## src/rtl/pfc_gate_pkg.sv

```systemverilog
package pfc_gate_pkg;

  typedef enum logic {
    ST_OFF = 1'b0,
    ST_ON  = 1'b1
  } gate_st_e;

  localparam int unsigned SYNC_W     = 7;
  localparam int unsigned IDX_ZCD    = 0;
  localparam int unsigned IDX_CS     = 1;
  localparam int unsigned IDX_RAMP   = 2;
  localparam int unsigned IDX_OVP    = 3;
  localparam int unsigned IDX_BSTOP  = 4;
  localparam int unsigned IDX_BSTART = 5;
  localparam int unsigned IDX_HILINE = 6;

  function automatic int unsigned max2(input int unsigned a, input int unsigned b);
    return (a > b) ? a : b;
  endfunction

  // bits needed to hold 0..v-1
  function automatic int unsigned cnt_w(input int unsigned v);
    return (v < 2) ? 1 : $clog2(v);
  endfunction

endpackage

```

## src/rtl/pfc_sync.sv

```systemverilog
module pfc_sync #(
  parameter int unsigned W      = 1,
  parameter int unsigned STAGES = 2
) (
  input  logic         clk_i,
  input  logic         rst_ni,
  input  logic [W-1:0] d_i,
  output logic [W-1:0] q_o
);

  for (genvar b = 0; b < W; b++) begin : g_bit
    logic [STAGES-1:0] sr_q;
    always_ff @(posedge clk_i or negedge rst_ni) begin
      if (!rst_ni) sr_q <= '0;
      else         sr_q <= {sr_q[STAGES-2:0], d_i[b]};
    end
    assign q_o[b] = sr_q[STAGES-1];
  end

endmodule

```

## src/rtl/pfc_gate_inhibit.sv

```systemverilog
module pfc_gate_inhibit #(
  parameter int unsigned OVP_DEB_CYC = 2500
) (
  input  logic clk_i,
  input  logic rst_ni,
  input  logic run_i,
  input  logic ovp_i,
  input  logic bstop_i,
  input  logic bstart_i,
  output logic inhibit_o
);
  import pfc_gate_pkg::*;

  localparam int unsigned OW = cnt_w(OVP_DEB_CYC);
  localparam logic [OW-1:0] OVP_LIM = OW'(OVP_DEB_CYC - 1);

  logic [OW-1:0] ovp_cnt_q;
  logic          ovp_blk_q;
  logic          burst_hold_q;

  always_ff @(posedge clk_i or negedge rst_ni) begin
    if (!rst_ni) begin
      ovp_cnt_q    <= '0;
      ovp_blk_q    <= 1'b0;
      burst_hold_q <= 1'b0;
    end else if (!run_i) begin
      ovp_cnt_q    <= '0;
      ovp_blk_q    <= 1'b0;
      burst_hold_q <= 1'b0;
    end else begin
      if (!ovp_i) begin
        ovp_cnt_q <= '0;
        ovp_blk_q <= 1'b0;
      end else if (!ovp_blk_q) begin
        if (ovp_cnt_q == OVP_LIM) ovp_blk_q <= 1'b1;
        else                      ovp_cnt_q <= ovp_cnt_q + OW'(1);
      end
      if (bstop_i)       burst_hold_q <= 1'b1;
      else if (bstart_i) burst_hold_q <= 1'b0;
    end
  end

  assign inhibit_o = ovp_blk_q | burst_hold_q;


  ovp_hold_chk: assert property (@(posedge clk_i) disable iff (!rst_ni)
    (run_i && ovp_i && ovp_blk_q) |=> ovp_blk_q);


  ovp_release_chk: assert property (@(posedge clk_i) disable iff (!rst_ni)
    $rose(ovp_blk_q) |-> $past(ovp_i));


  burst_hold_chk: assert property (@(posedge clk_i) disable iff (!rst_ni)
    (run_i && burst_hold_q && !bstart_i) |=> burst_hold_q);

endmodule

```

## src/rtl/pfc_gate_timer.sv

```systemverilog
module pfc_gate_timer #(
  parameter int unsigned TON_LO_CYC   = 1250,
  parameter int unsigned TON_HI_CYC   = 400,
  parameter int unsigned BLANK_CYC    = 13,
  parameter int unsigned TOFF_MIN_CYC = 50,
  parameter int unsigned TPER_MIN_CYC = 200,
  parameter int unsigned RESTART_CYC  = 2500
) (
  input  logic clk_i,
  input  logic rst_ni,
  input  logic run_i,
  input  logic zcd_i,
  input  logic cs_i,
  input  logic ramp_i,
  input  logic high_line_i,
  input  logic inhibit_i,
  output logic gate_o
);
  import pfc_gate_pkg::*;

  localparam int unsigned MAXV = max2(max2(max2(TON_LO_CYC, TON_HI_CYC), max2(BLANK_CYC, TOFF_MIN_CYC)),
                                      max2(TPER_MIN_CYC, RESTART_CYC));
  localparam int unsigned CW = cnt_w(MAXV);
  localparam logic [CW-1:0] TON_LO_LIM  = CW'(TON_LO_CYC - 1);
  localparam logic [CW-1:0] TON_HI_LIM  = CW'(TON_HI_CYC - 1);
  localparam logic [CW-1:0] TON_MAX_LIM = CW'(max2(TON_LO_CYC, TON_HI_CYC) - 1);
  localparam logic [CW-1:0] BLANK_LIM   = CW'(BLANK_CYC - 1);
  localparam logic [CW-1:0] TOFF_LIM    = CW'(TOFF_MIN_CYC - 1);
  localparam logic [CW-1:0] PER_LIM     = CW'(TPER_MIN_CYC - 1);
  localparam logic [CW-1:0] RST_LIM     = CW'(RESTART_CYC - 1);

  gate_st_e      st_q;
  logic [CW-1:0] on_cnt_q, off_cnt_q, per_cnt_q;
  logic          zcd_d_q, zcd_pend_q;

  logic [CW-1:0] ton_lim;
  logic          zcd_rise, end_req, start_trig, start_ok, start_req;
  logic [CW-1:0] per_inc, off_inc;

  assign ton_lim    = high_line_i ? TON_HI_LIM : TON_LO_LIM;
  assign zcd_rise   = zcd_i & ~zcd_d_q;
  assign end_req    = ramp_i | inhibit_i | (cs_i && (on_cnt_q >= BLANK_LIM)) | (on_cnt_q >= ton_lim);
  assign start_trig = zcd_pend_q | zcd_rise | (off_cnt_q >= RST_LIM);
  assign start_ok   = (off_cnt_q >= TOFF_LIM) && (per_cnt_q >= PER_LIM) && !ramp_i && !inhibit_i;
  assign start_req  = start_trig & start_ok;
  assign per_inc    = (per_cnt_q >= PER_LIM) ? per_cnt_q : per_cnt_q + CW'(1);
  assign off_inc    = (off_cnt_q >= RST_LIM) ? off_cnt_q : off_cnt_q + CW'(1);

  always_ff @(posedge clk_i or negedge rst_ni) begin
    if (!rst_ni) begin
      st_q       <= ST_OFF;
      on_cnt_q   <= '0;
      off_cnt_q  <= '0;
      per_cnt_q  <= PER_LIM;
      zcd_d_q    <= 1'b0;
      zcd_pend_q <= 1'b0;
    end else begin
      zcd_d_q <= zcd_i;
      if (!run_i) begin
        st_q       <= ST_OFF;
        on_cnt_q   <= '0;
        off_cnt_q  <= '0;
        per_cnt_q  <= PER_LIM;
        zcd_pend_q <= 1'b0;
      end else begin
        unique case (st_q)
          ST_OFF: begin
            if (start_req) begin
              st_q       <= ST_ON;
              on_cnt_q   <= '0;
              per_cnt_q  <= '0;
              zcd_pend_q <= 1'b0;
            end else begin
              off_cnt_q <= off_inc;
              per_cnt_q <= per_inc;
              if (zcd_rise) zcd_pend_q <= 1'b1;
            end
          end
          ST_ON: begin
            per_cnt_q <= per_inc;
            if (end_req) begin
              st_q      <= ST_OFF;
              off_cnt_q <= '0;
            end else begin
              on_cnt_q <= on_cnt_q + CW'(1);
            end
          end
          default: st_q <= ST_OFF;
        endcase
      end
    end
  end

  assign gate_o = (st_q == ST_ON);


  force_off_chk: assert property (@(posedge clk_i) disable iff (!rst_ni)
    !run_i |=> !gate_o);


  on_bound_chk: assert property (@(posedge clk_i) disable iff (!rst_ni)
    gate_o |-> (on_cnt_q <= TON_MAX_LIM));


  min_off_chk: assert property (@(posedge clk_i) disable iff (!rst_ni)
    $rose(gate_o) |-> ($past(off_cnt_q) >= TOFF_LIM));


  min_per_chk: assert property (@(posedge clk_i) disable iff (!rst_ni)
    $rose(gate_o) |-> ($past(per_cnt_q) >= PER_LIM));


  end_prio_chk: assert property (@(posedge clk_i) disable iff (!rst_ni)
    $rose(gate_o) |-> (!$past(ramp_i) && !$past(inhibit_i)));

endmodule

```

## src/rtl/pfc_gate_ctrl.sv

```systemverilog
module pfc_gate_ctrl
  import pfc_gate_pkg::*;
#(
  parameter int unsigned SYNC_STAGES  = 2,
  parameter int unsigned TON_LO_CYC   = 1250,
  parameter int unsigned TON_HI_CYC   = 400,
  parameter int unsigned BLANK_CYC    = 13,
  parameter int unsigned TOFF_MIN_CYC = 50,
  parameter int unsigned TPER_MIN_CYC = 200,
  parameter int unsigned RESTART_CYC  = 2500,
  parameter int unsigned OVP_DEB_CYC  = 2500
) (
  input  logic clk_i,
  input  logic rst_ni,
  input  logic en_i,
  input  logic fault_i,
  input  logic zcd_i,
  input  logic cs_over_i,
  input  logic ramp_trip_i,
  input  logic ovp_i,
  input  logic burst_stop_i,
  input  logic burst_start_i,
  input  logic high_line_i,
  output logic gate_o
);

  logic [SYNC_W-1:0] raw, syn;
  logic              run, inhibit;

  always_comb begin
    raw             = '0;
    raw[IDX_ZCD]    = zcd_i;
    raw[IDX_CS]     = cs_over_i;
    raw[IDX_RAMP]   = ramp_trip_i;
    raw[IDX_OVP]    = ovp_i;
    raw[IDX_BSTOP]  = burst_stop_i;
    raw[IDX_BSTART] = burst_start_i;
    raw[IDX_HILINE] = high_line_i;
  end

  assign run = en_i & ~fault_i;

  pfc_sync #(.W(SYNC_W), .STAGES(SYNC_STAGES)) u_sync (
    .clk_i (clk_i),
    .rst_ni(rst_ni),
    .d_i   (raw),
    .q_o   (syn)
  );

  pfc_gate_inhibit #(.OVP_DEB_CYC(OVP_DEB_CYC)) u_inhibit (
    .clk_i    (clk_i),
    .rst_ni   (rst_ni),
    .run_i    (run),
    .ovp_i    (syn[IDX_OVP]),
    .bstop_i  (syn[IDX_BSTOP]),
    .bstart_i (syn[IDX_BSTART]),
    .inhibit_o(inhibit)
  );

  pfc_gate_timer #(
    .TON_LO_CYC  (TON_LO_CYC),
    .TON_HI_CYC  (TON_HI_CYC),
    .BLANK_CYC   (BLANK_CYC),
    .TOFF_MIN_CYC(TOFF_MIN_CYC),
    .TPER_MIN_CYC(TPER_MIN_CYC),
    .RESTART_CYC (RESTART_CYC)
  ) u_timer (
    .clk_i      (clk_i),
    .rst_ni     (rst_ni),
    .run_i      (run),
    .zcd_i      (syn[IDX_ZCD]),
    .cs_i       (syn[IDX_CS]),
    .ramp_i     (syn[IDX_RAMP]),
    .high_line_i(syn[IDX_HILINE]),
    .inhibit_i  (inhibit),
    .gate_o     (gate_o)
  );

endmodule

```

## config.mk

```make
export PLATFORM = sky130hd
export DESIGN_NAME = pfc_gate_ctrl
export DESIGN_NICKNAME = d
export VERILOG_FILES = /design/src/rtl/pfc_gate_pkg.sv /design/src/rtl/pfc_sync.sv /design/src/rtl/pfc_gate_inhibit.sv /design/src/rtl/pfc_gate_timer.sv /design/src/rtl/pfc_gate_ctrl.sv
export SDC_FILE = /design/constraint.sdc
export NUM_CORES = 1
export LEC_CHECK = 0
export CAP_MARGIN = 20
export CORE_MARGIN = 1.5
export CORE_UTILIZATION = 49
export DETAILED_ROUTE_END_ITERATION = 6
export PLACE_DENSITY = 0.66
export SKIP_LAST_GASP = 1
export SLEW_MARGIN = 25
export SYNTH_ARGS = -nofsm -noshare
export SYNTH_HDL_FRONTEND = slang
export SYNTH_HIERARCHICAL = 1
export SYNTH_SLANG_ARGS = --single-unit
```

## constraint.sdc

```tcl
create_clock -name clk_i -period 3.1 [get_ports clk_i]
set_input_delay 0.93 -clock clk_i [delete_from_list [all_inputs] [get_ports clk_i]]
set_output_delay 0.93 -clock clk_i [all_outputs]
set_load 0.03 [all_outputs]
```

==> impl_metrics.json, run 1 <==
{
  "nNetsFinal": 386,
  "clockRootBuffer": "clkbuf_8",
  "grt_setup_unrepaired": "no",
  "place_inst": 446,
  "globalplace.congestion": 0.8983,
  "r2r_setup_slack_ps": 270,
  "hpwl_mm": 4.746,
  "cts.sink_count": 67,
  "path_buf_inv": 0,
  "status": "finished, final reports clean",
  "cpMaxStageDelayCell": "or4_1",
  "io_buffers": 11,
  "final-max-slew-violation-count": 0,
  "via_per_inst": 5.848,
  "antenna_found_initial": 0,
  "max_stage_delay_ps": 540,
  "multi_input_area_um2": 1707,
  "period_share_pct": 91.39,
  "fin_skew_ps": 6.373,
  "initial_utilization_pct": 51.00,
  "first_pass_iters": 5,
  "grt_pass1_wl_mm": 12.12,
  "syn_area_per_cell_um2": 10.10,
  "grt_pass1_vias": 2416,
  "drc": 0,
  "grt_usage_pct": 20.55,
  "ys_types": 62,
  "hp-class": "reg2reg",
  "period_needed_ps": 2833,
  "fin_tns_setup_ps": 0,
  "path_max_fanout": 10,
  "cts_tree": "yes",
  "syn_nets": 372,
  "final_cells": 462,
  "clock_latency_ps": 350,
  "htreeDepth": 3,
  "die_h_um": 87.56,
  "seq_area_um2": 1683,
  "area_growth_pct": 12.46,
  "worstMarginPinSlew_ps": 759.9,
  "cts_setup_buffers": 0,
  "ios": 12,
  "finalWirelength_mm": 6.974,
  "whs_endpoint": "u_sync/g_bit[6].sr_q[1]",
  "n_fill_cell": 598,
  "path_cells": "ha_1 > nand4b_1 > nor3_1 > o21ai_1 > a32o_1 > or4_1 > mux2i_1",
  "critPathTopFamily": "simple AND/OR/NAND/NOR gates",
  "cp.arrival_ps": 3070,
  "hold_viol_final": 0,
  "powerDensity_nw_per_um2": 471.8,
  "synth_edf_count": 0,
  "die_x_um": 87.56,
  "cts_buffers": 9,
  "rows": 30,
  "drive_above_1_share_pct": 10.93,
  "clkSlewWorstSetupHoldPaths_ps": 70,
  "cts_resized": 0,
  "fin_ws_ps": 266.9,
  "grt_max_degree": 68,
  "ctsHoldBuffers": 0,
  "reg2reg_depth": 7,
  "leakagePower_nw": 1.657,
  "postSynth.asyncResetShare_pct": 100.0,
  "critical_path_class": "reg2reg",
  "finalSetupViolations": 0,
  "p_total_mw": 1.859,
  "netlist_area_um2": 3503,
  "syn_inst": 347,
  "drt_iter0_markers": 172,
  "hold_path_depth": 0,
  "ys_ff_latch": 67,
  "dp_worst_setup_slack_ps": 198.2,
  "synthFlopType": "dfrtp_1",
  "end_kind": "flop",
  "ir_worst_vdd_v": 0.0002671,
  "r2r_start": "u_timer/on_cnt_q[6]",
  "fp.coreArea_um2": 6869,
  "dieArea_um2": 7666,
  "clockBufferDepth": 2,
  "hp-start": "u_sync/g_bit[6].sr_q[0]",
  "seq_area_frac_synth_pct": 48.04,
  "drtAntennaViolNets": 0,
  "num_antenna_cells": 0,
  "wl_per_cell_um": 15.10,
  "vias": 2702,
  "drv_cap": 0,
  "fmax_ghz": 0.3530,
  "required_ps": 3340,
  "yosys_warnings": 6,
  "grt_overflow": 0,
  "reg2reg_to": "u_timer/off_cnt_q[9]",
  "relSlewSlack_pct": 49.00,
  "cp-start-kind": "flop"
}
## power breakdown
group          switching, mW  internal (mW)
combinational         0.0497         0.0292
sequential           0.00693          0.887
clock                  0.332          0.554
## kinds of logic (layout without fill, tap and decap cells)
family                     after synthesis  in the layout  share of synthesized area (%)
AOI/OAI and AO/OA                       81             81                          15.57
xor gates and xnor gates                 7              7                          1.750
adders and majority gates               14             14                          5.000
buffers and inverters                   22             41                          3.464
DFF                                     67             67                          48.04
muxes                                   12             12                          3.429
and+or+nand+nor                        144            144                          22.75
## stage by stage
step | util, % | instance area, µm² | hold slack [ps]
after floorplan | - | 3503 | 331.2
after global placement | 53.73 | 3691 | 333.9
after detailed placement | 53.73 | 3691 | 334.7
after CTS | 57.25 | 3933 | 352.1
after global routing | 57.36 | 3940 | 366.2
final | 57.36 | 3940 | 348.3
## worst max-delay path by stage
stage               slack (ps)  cells past startpoint                 from                     to
floorplan                  670                      6                 en_i   u_timer/off_cnt_q[9]
global placement           240                      6              fault_i   u_timer/off_cnt_q[9]
detailed placement         200                      6              fault_i  u_timer/off_cnt_q[11]
CTS                        330                      7  u_timer/on_cnt_q[6]   u_timer/off_cnt_q[9]
global route                90                      7  u_timer/on_cnt_q[6]   u_timer/off_cnt_q[9]
finish                     270                      7  u_timer/on_cnt_q[6]   u_timer/off_cnt_q[9]
## synthesized netlist by cell type (all sizes together) (2+ instances only)
library cell  count  share of area (%)
o21ai            22                3.3
dfstp             5                3.8
xor2              5                1.2
or4               8                1.7
clkbuf            3               0.32
and4              3               0.75
dfrtp            62                 44
a21oi            19                2.7
nand3            17                2.4
nor4b             2               0.50
o41ai             2               0.71
buf              10                2.2
and2              8                1.4
a311oi            2               0.50
o211ai            3                1.0
and3              5               0.93
nand2            38                4.2
nor2b             4               0.93
o31ai             9                1.9
a31oi             8                1.4
xnor2             2               0.50
nor2             18                2.0
or3               6                1.1
a21boi            2               0.43
o311ai            3               0.75
mux2i            12                3.4
nor4              4               0.71
inv               9               0.96
nand4b            3               0.75
nand4            10                2.0
or2               2               0.36
a32o              2               0.57
nor3              3               0.43
ha               14                5.0
nand2b           10                1.8
## sequential cells by signal (all words and copies together), names as in the netlist
signal                  flops
u_inhibit/ovp_blk_q         1
u_sync/g_bit.sr_q          14
u_timer/off_cnt_q          12
u_timer/zcd_pend_q          1
u_timer/gate_o              1
u_inhibit/burst_hold_q      1
u_timer/zcd_d_q             1
u_timer/on_cnt_q           12
u_inhibit/ovp_cnt_q        12
u_timer/per_cnt_q          12
## routing by layer
metal  routed length (µm)  global-route usage [%]  vias up
met3                  401                   4.807        9
met1                 3530                   30.69     1304
met5                    0                       0        -
li1                     -                       -     1312
met2                 2937                   28.60       77
met4                  104                   8.658        0
## worst register-to-register path: cells and delay by family, from the launching register on
family	cells	cell delay (ps)
fa+ha+maj	1	320
flops	1	450
simple gates	3	1040
mux	1	130
compound gates	2	770
## cell usage in the layout, fill, tap and decap left out, drive strengths merged, types with 11 or more instances in the layout
cell	count
clkbuf	11
nor2	18
mux2i	12
nand2	38
nand3	17
a21oi	19
ha	14
dfrtp	62
o21ai	22
## layout make-up
cell class / instances / area share, %
Inverter: 9 / 0.8574
Sequential cell: 67 / 42.71
Tap cell: 96 / 3.049
Clock buffer: 11 / 3.588
Clock inverter: 5 / 2.540
Multi-Input combinational cell: 258 / 43.32
Timing Repair Buffer: 16 / 3.938
Note: power is estimated with default switching activity, not from simulation.
==> run 2: changes to the inputs <==
CTS_BUF_LIST = sky130_fd_sc_hd__clkbuf_8 sky130_fd_sc_hd__clkbuf_16   (was unset)
==> impl_metrics.json, run 2 (synthesis results as in run 1) <==
{
  "fin_skew_ps": 6.169,
  "hold_viol_final": 0,
  "period_needed_ps": 2834,
  "cpMaxStageDelayCell": "or4_1",
  "leakagePower_nw": 1.661,
  "vias": 2689,
  "htreeDepth": 3,
  "clkSlewWorstSetupHoldPaths_ps": 70,
  "clock_latency_ps": 350,
  "path_buf_inv": 0,
  "grt_setup_unrepaired": "no",
  "drt_iter0_markers": 184,
  "final-max-slew-violation-count": 0,
  "cp-start-kind": "flop",
  "via_per_inst": 5.820,
  "antenna_found_initial": 0,
  "period_share_pct": 91.43,
  "path_cells": "ha_1 > nand4b_1 > nor3_1 > o21ai_1 > a32o_1 > or4_1 > mux2i_1",
  "num_antenna_cells": 0,
  "finalWirelength_mm": 6.974,
  "clockBufferDepth": 2,
  "fmax_ghz": 0.3528,
  "final_common_cell": "dfrtp_1",
  "powerDensity_nw_per_um2": 471.5,
  "required_ps": 3340,
  "io_buffers": 11,
  "cts.sink_count": 67,
  "area_growth_pct": 12.46,
  "grt_pass1_wl_mm": 12.10,
  "r2r_start": "u_timer/on_cnt_q[6]",
  "cts_setup_buffers": 0,
  "r2r_setup_slack_ps": 270,
  "drv_cap": 0,
  "reg2reg_to": "u_timer/off_cnt_q[9]",
  "ir_worst_vdd_v": 0.0002672,
  "path_max_fanout": 10,
  "hpwl_mm": 4.746,
  "cp.arrival_ps": 3070,
  "die_x_um": 87.56,
  "cts_tree": "yes",
  "ios": 12,
  "cts_resized": 0,
  "nNetsFinal": 386,
  "cts_buffers": 9,
  "initial_utilization_pct": 51.00,
  "drive_above_1_share_pct": 10.93,
  "most-common-layout-cells": "dfrtp_1 (62), nand2_1 (36), a21oi_1 (19)",
  "cp_num_cells": 7,
  "hp-class": "reg2reg",
  "largest_reg_flops": 14,
  "grt_max_degree": 68,
  "finalSetupViolations": 0,
  "globalplace.congestion": 0.8983,
  "fp.coreArea_um2": 6869,
  "wl_per_cell_um": 15.10,
  "hp-start": "u_sync/g_bit[6].sr_q[0]",
  "postLayoutCoreUtil_pct": 57.36,
  "top_register": "u_sync/g_bit.sr_q",
  "status": "finished, final reports clean",
  "grt_pass1_vias": 2418,
  "drtAntennaViolNets": 0,
  "hold_path_depth": 0,
  "drc": 0,
  "fin_tns_setup_ps": 0,
  "grt_usage_pct": 20.53,
  "whs_endpoint": "u_sync/g_bit[6].sr_q[1]",
  "critical_path_class": "reg2reg",
  "grt_overflow": 0,
  "die_h_um": 87.56,
  "end_kind": "flop",
  "clockRootBuffer": "clkbuf_8",
  "dieArea_um2": 7666,
  "critPathTopFamily": "simple AND/OR/NAND/NOR gates",
  "relSlewSlack_pct": 48.67,
  "rows": 30,
  "reg2reg_depth": 7,
  "ctsHoldBuffers": 0,
  "max_stage_delay_ps": 540,
  "worstMarginPinSlew_ps": 764.8,
  "first_pass_iters": 5
}
==> run 2: power by group <==
| part | switching [mW] | internal [mW] |
|---|---|---|
| registers | 0.00700 | 0.887 |
| clock network | 0.335 | 0.550 |
| logic | 0.0496 | 0.0292 |
| total | 0.391 | 1.47 |
==> run 2: per-stage QoR <==
| step | power, mW | instances | hold WS, ps | worst slack [ps] | area [µm²] |
|---|---|---|---|---|---|
| 3_3_place_gp | 0.9892 | 446 | 333.9 | 239.0 | 3691 |
| 3_5_place_dp | 0.9901 | 446 | 334.7 | 198.2 | 3691 |
| 5_1_grt | 1.934 | 462 | 366.2 | 86.71 | 3940 |
| 2_1_floorplan | 0.9520 | 347 | 331.2 | 671.3 | 3503 |
| 6_report | 1.858 | 462 | 348.3 | 265.8 | 3940 |
| 4_1_cts | 1.874 | 462 | 352.0 | 327.8 | 3933 |
==> run 2: cell type report <==
class                      count  area, µm²
fill                         598       2929
multi-input combinational    258       1707
sequential                    67       1683
timing repair buffer          16      155.1
clock buffer                  10      137.6
tap                           96      120.1
clock inverter                 6      103.9
inverter                       9      33.78
==> run 2: layer usage <==
metal	vias up	share of wire [%]	GRT usage (%)	routed length, µm
met4	0	1.4	8.658	99
met3	8	5.4	4.807	375
met2	73	43	28.60	2967
met1	1297	51	30.63	3532
met5	-	0	0	0
li1	1311	-	-	-
==> run 2: worst max path at each step <==
stage,end,from,slack (ps)
2_1_floorplan,u_timer/off_cnt_q[9],en_i,670
3_3_place_gp,u_timer/off_cnt_q[9],fault_i,240
3_5_place_dp,u_timer/off_cnt_q[11],fault_i,200
4_1_cts,u_timer/off_cnt_q[9],u_timer/on_cnt_q[6],330
5_1_grt,u_timer/off_cnt_q[9],u_timer/on_cnt_q[6],90
6_report,u_timer/off_cnt_q[9],u_timer/on_cnt_q[6],270
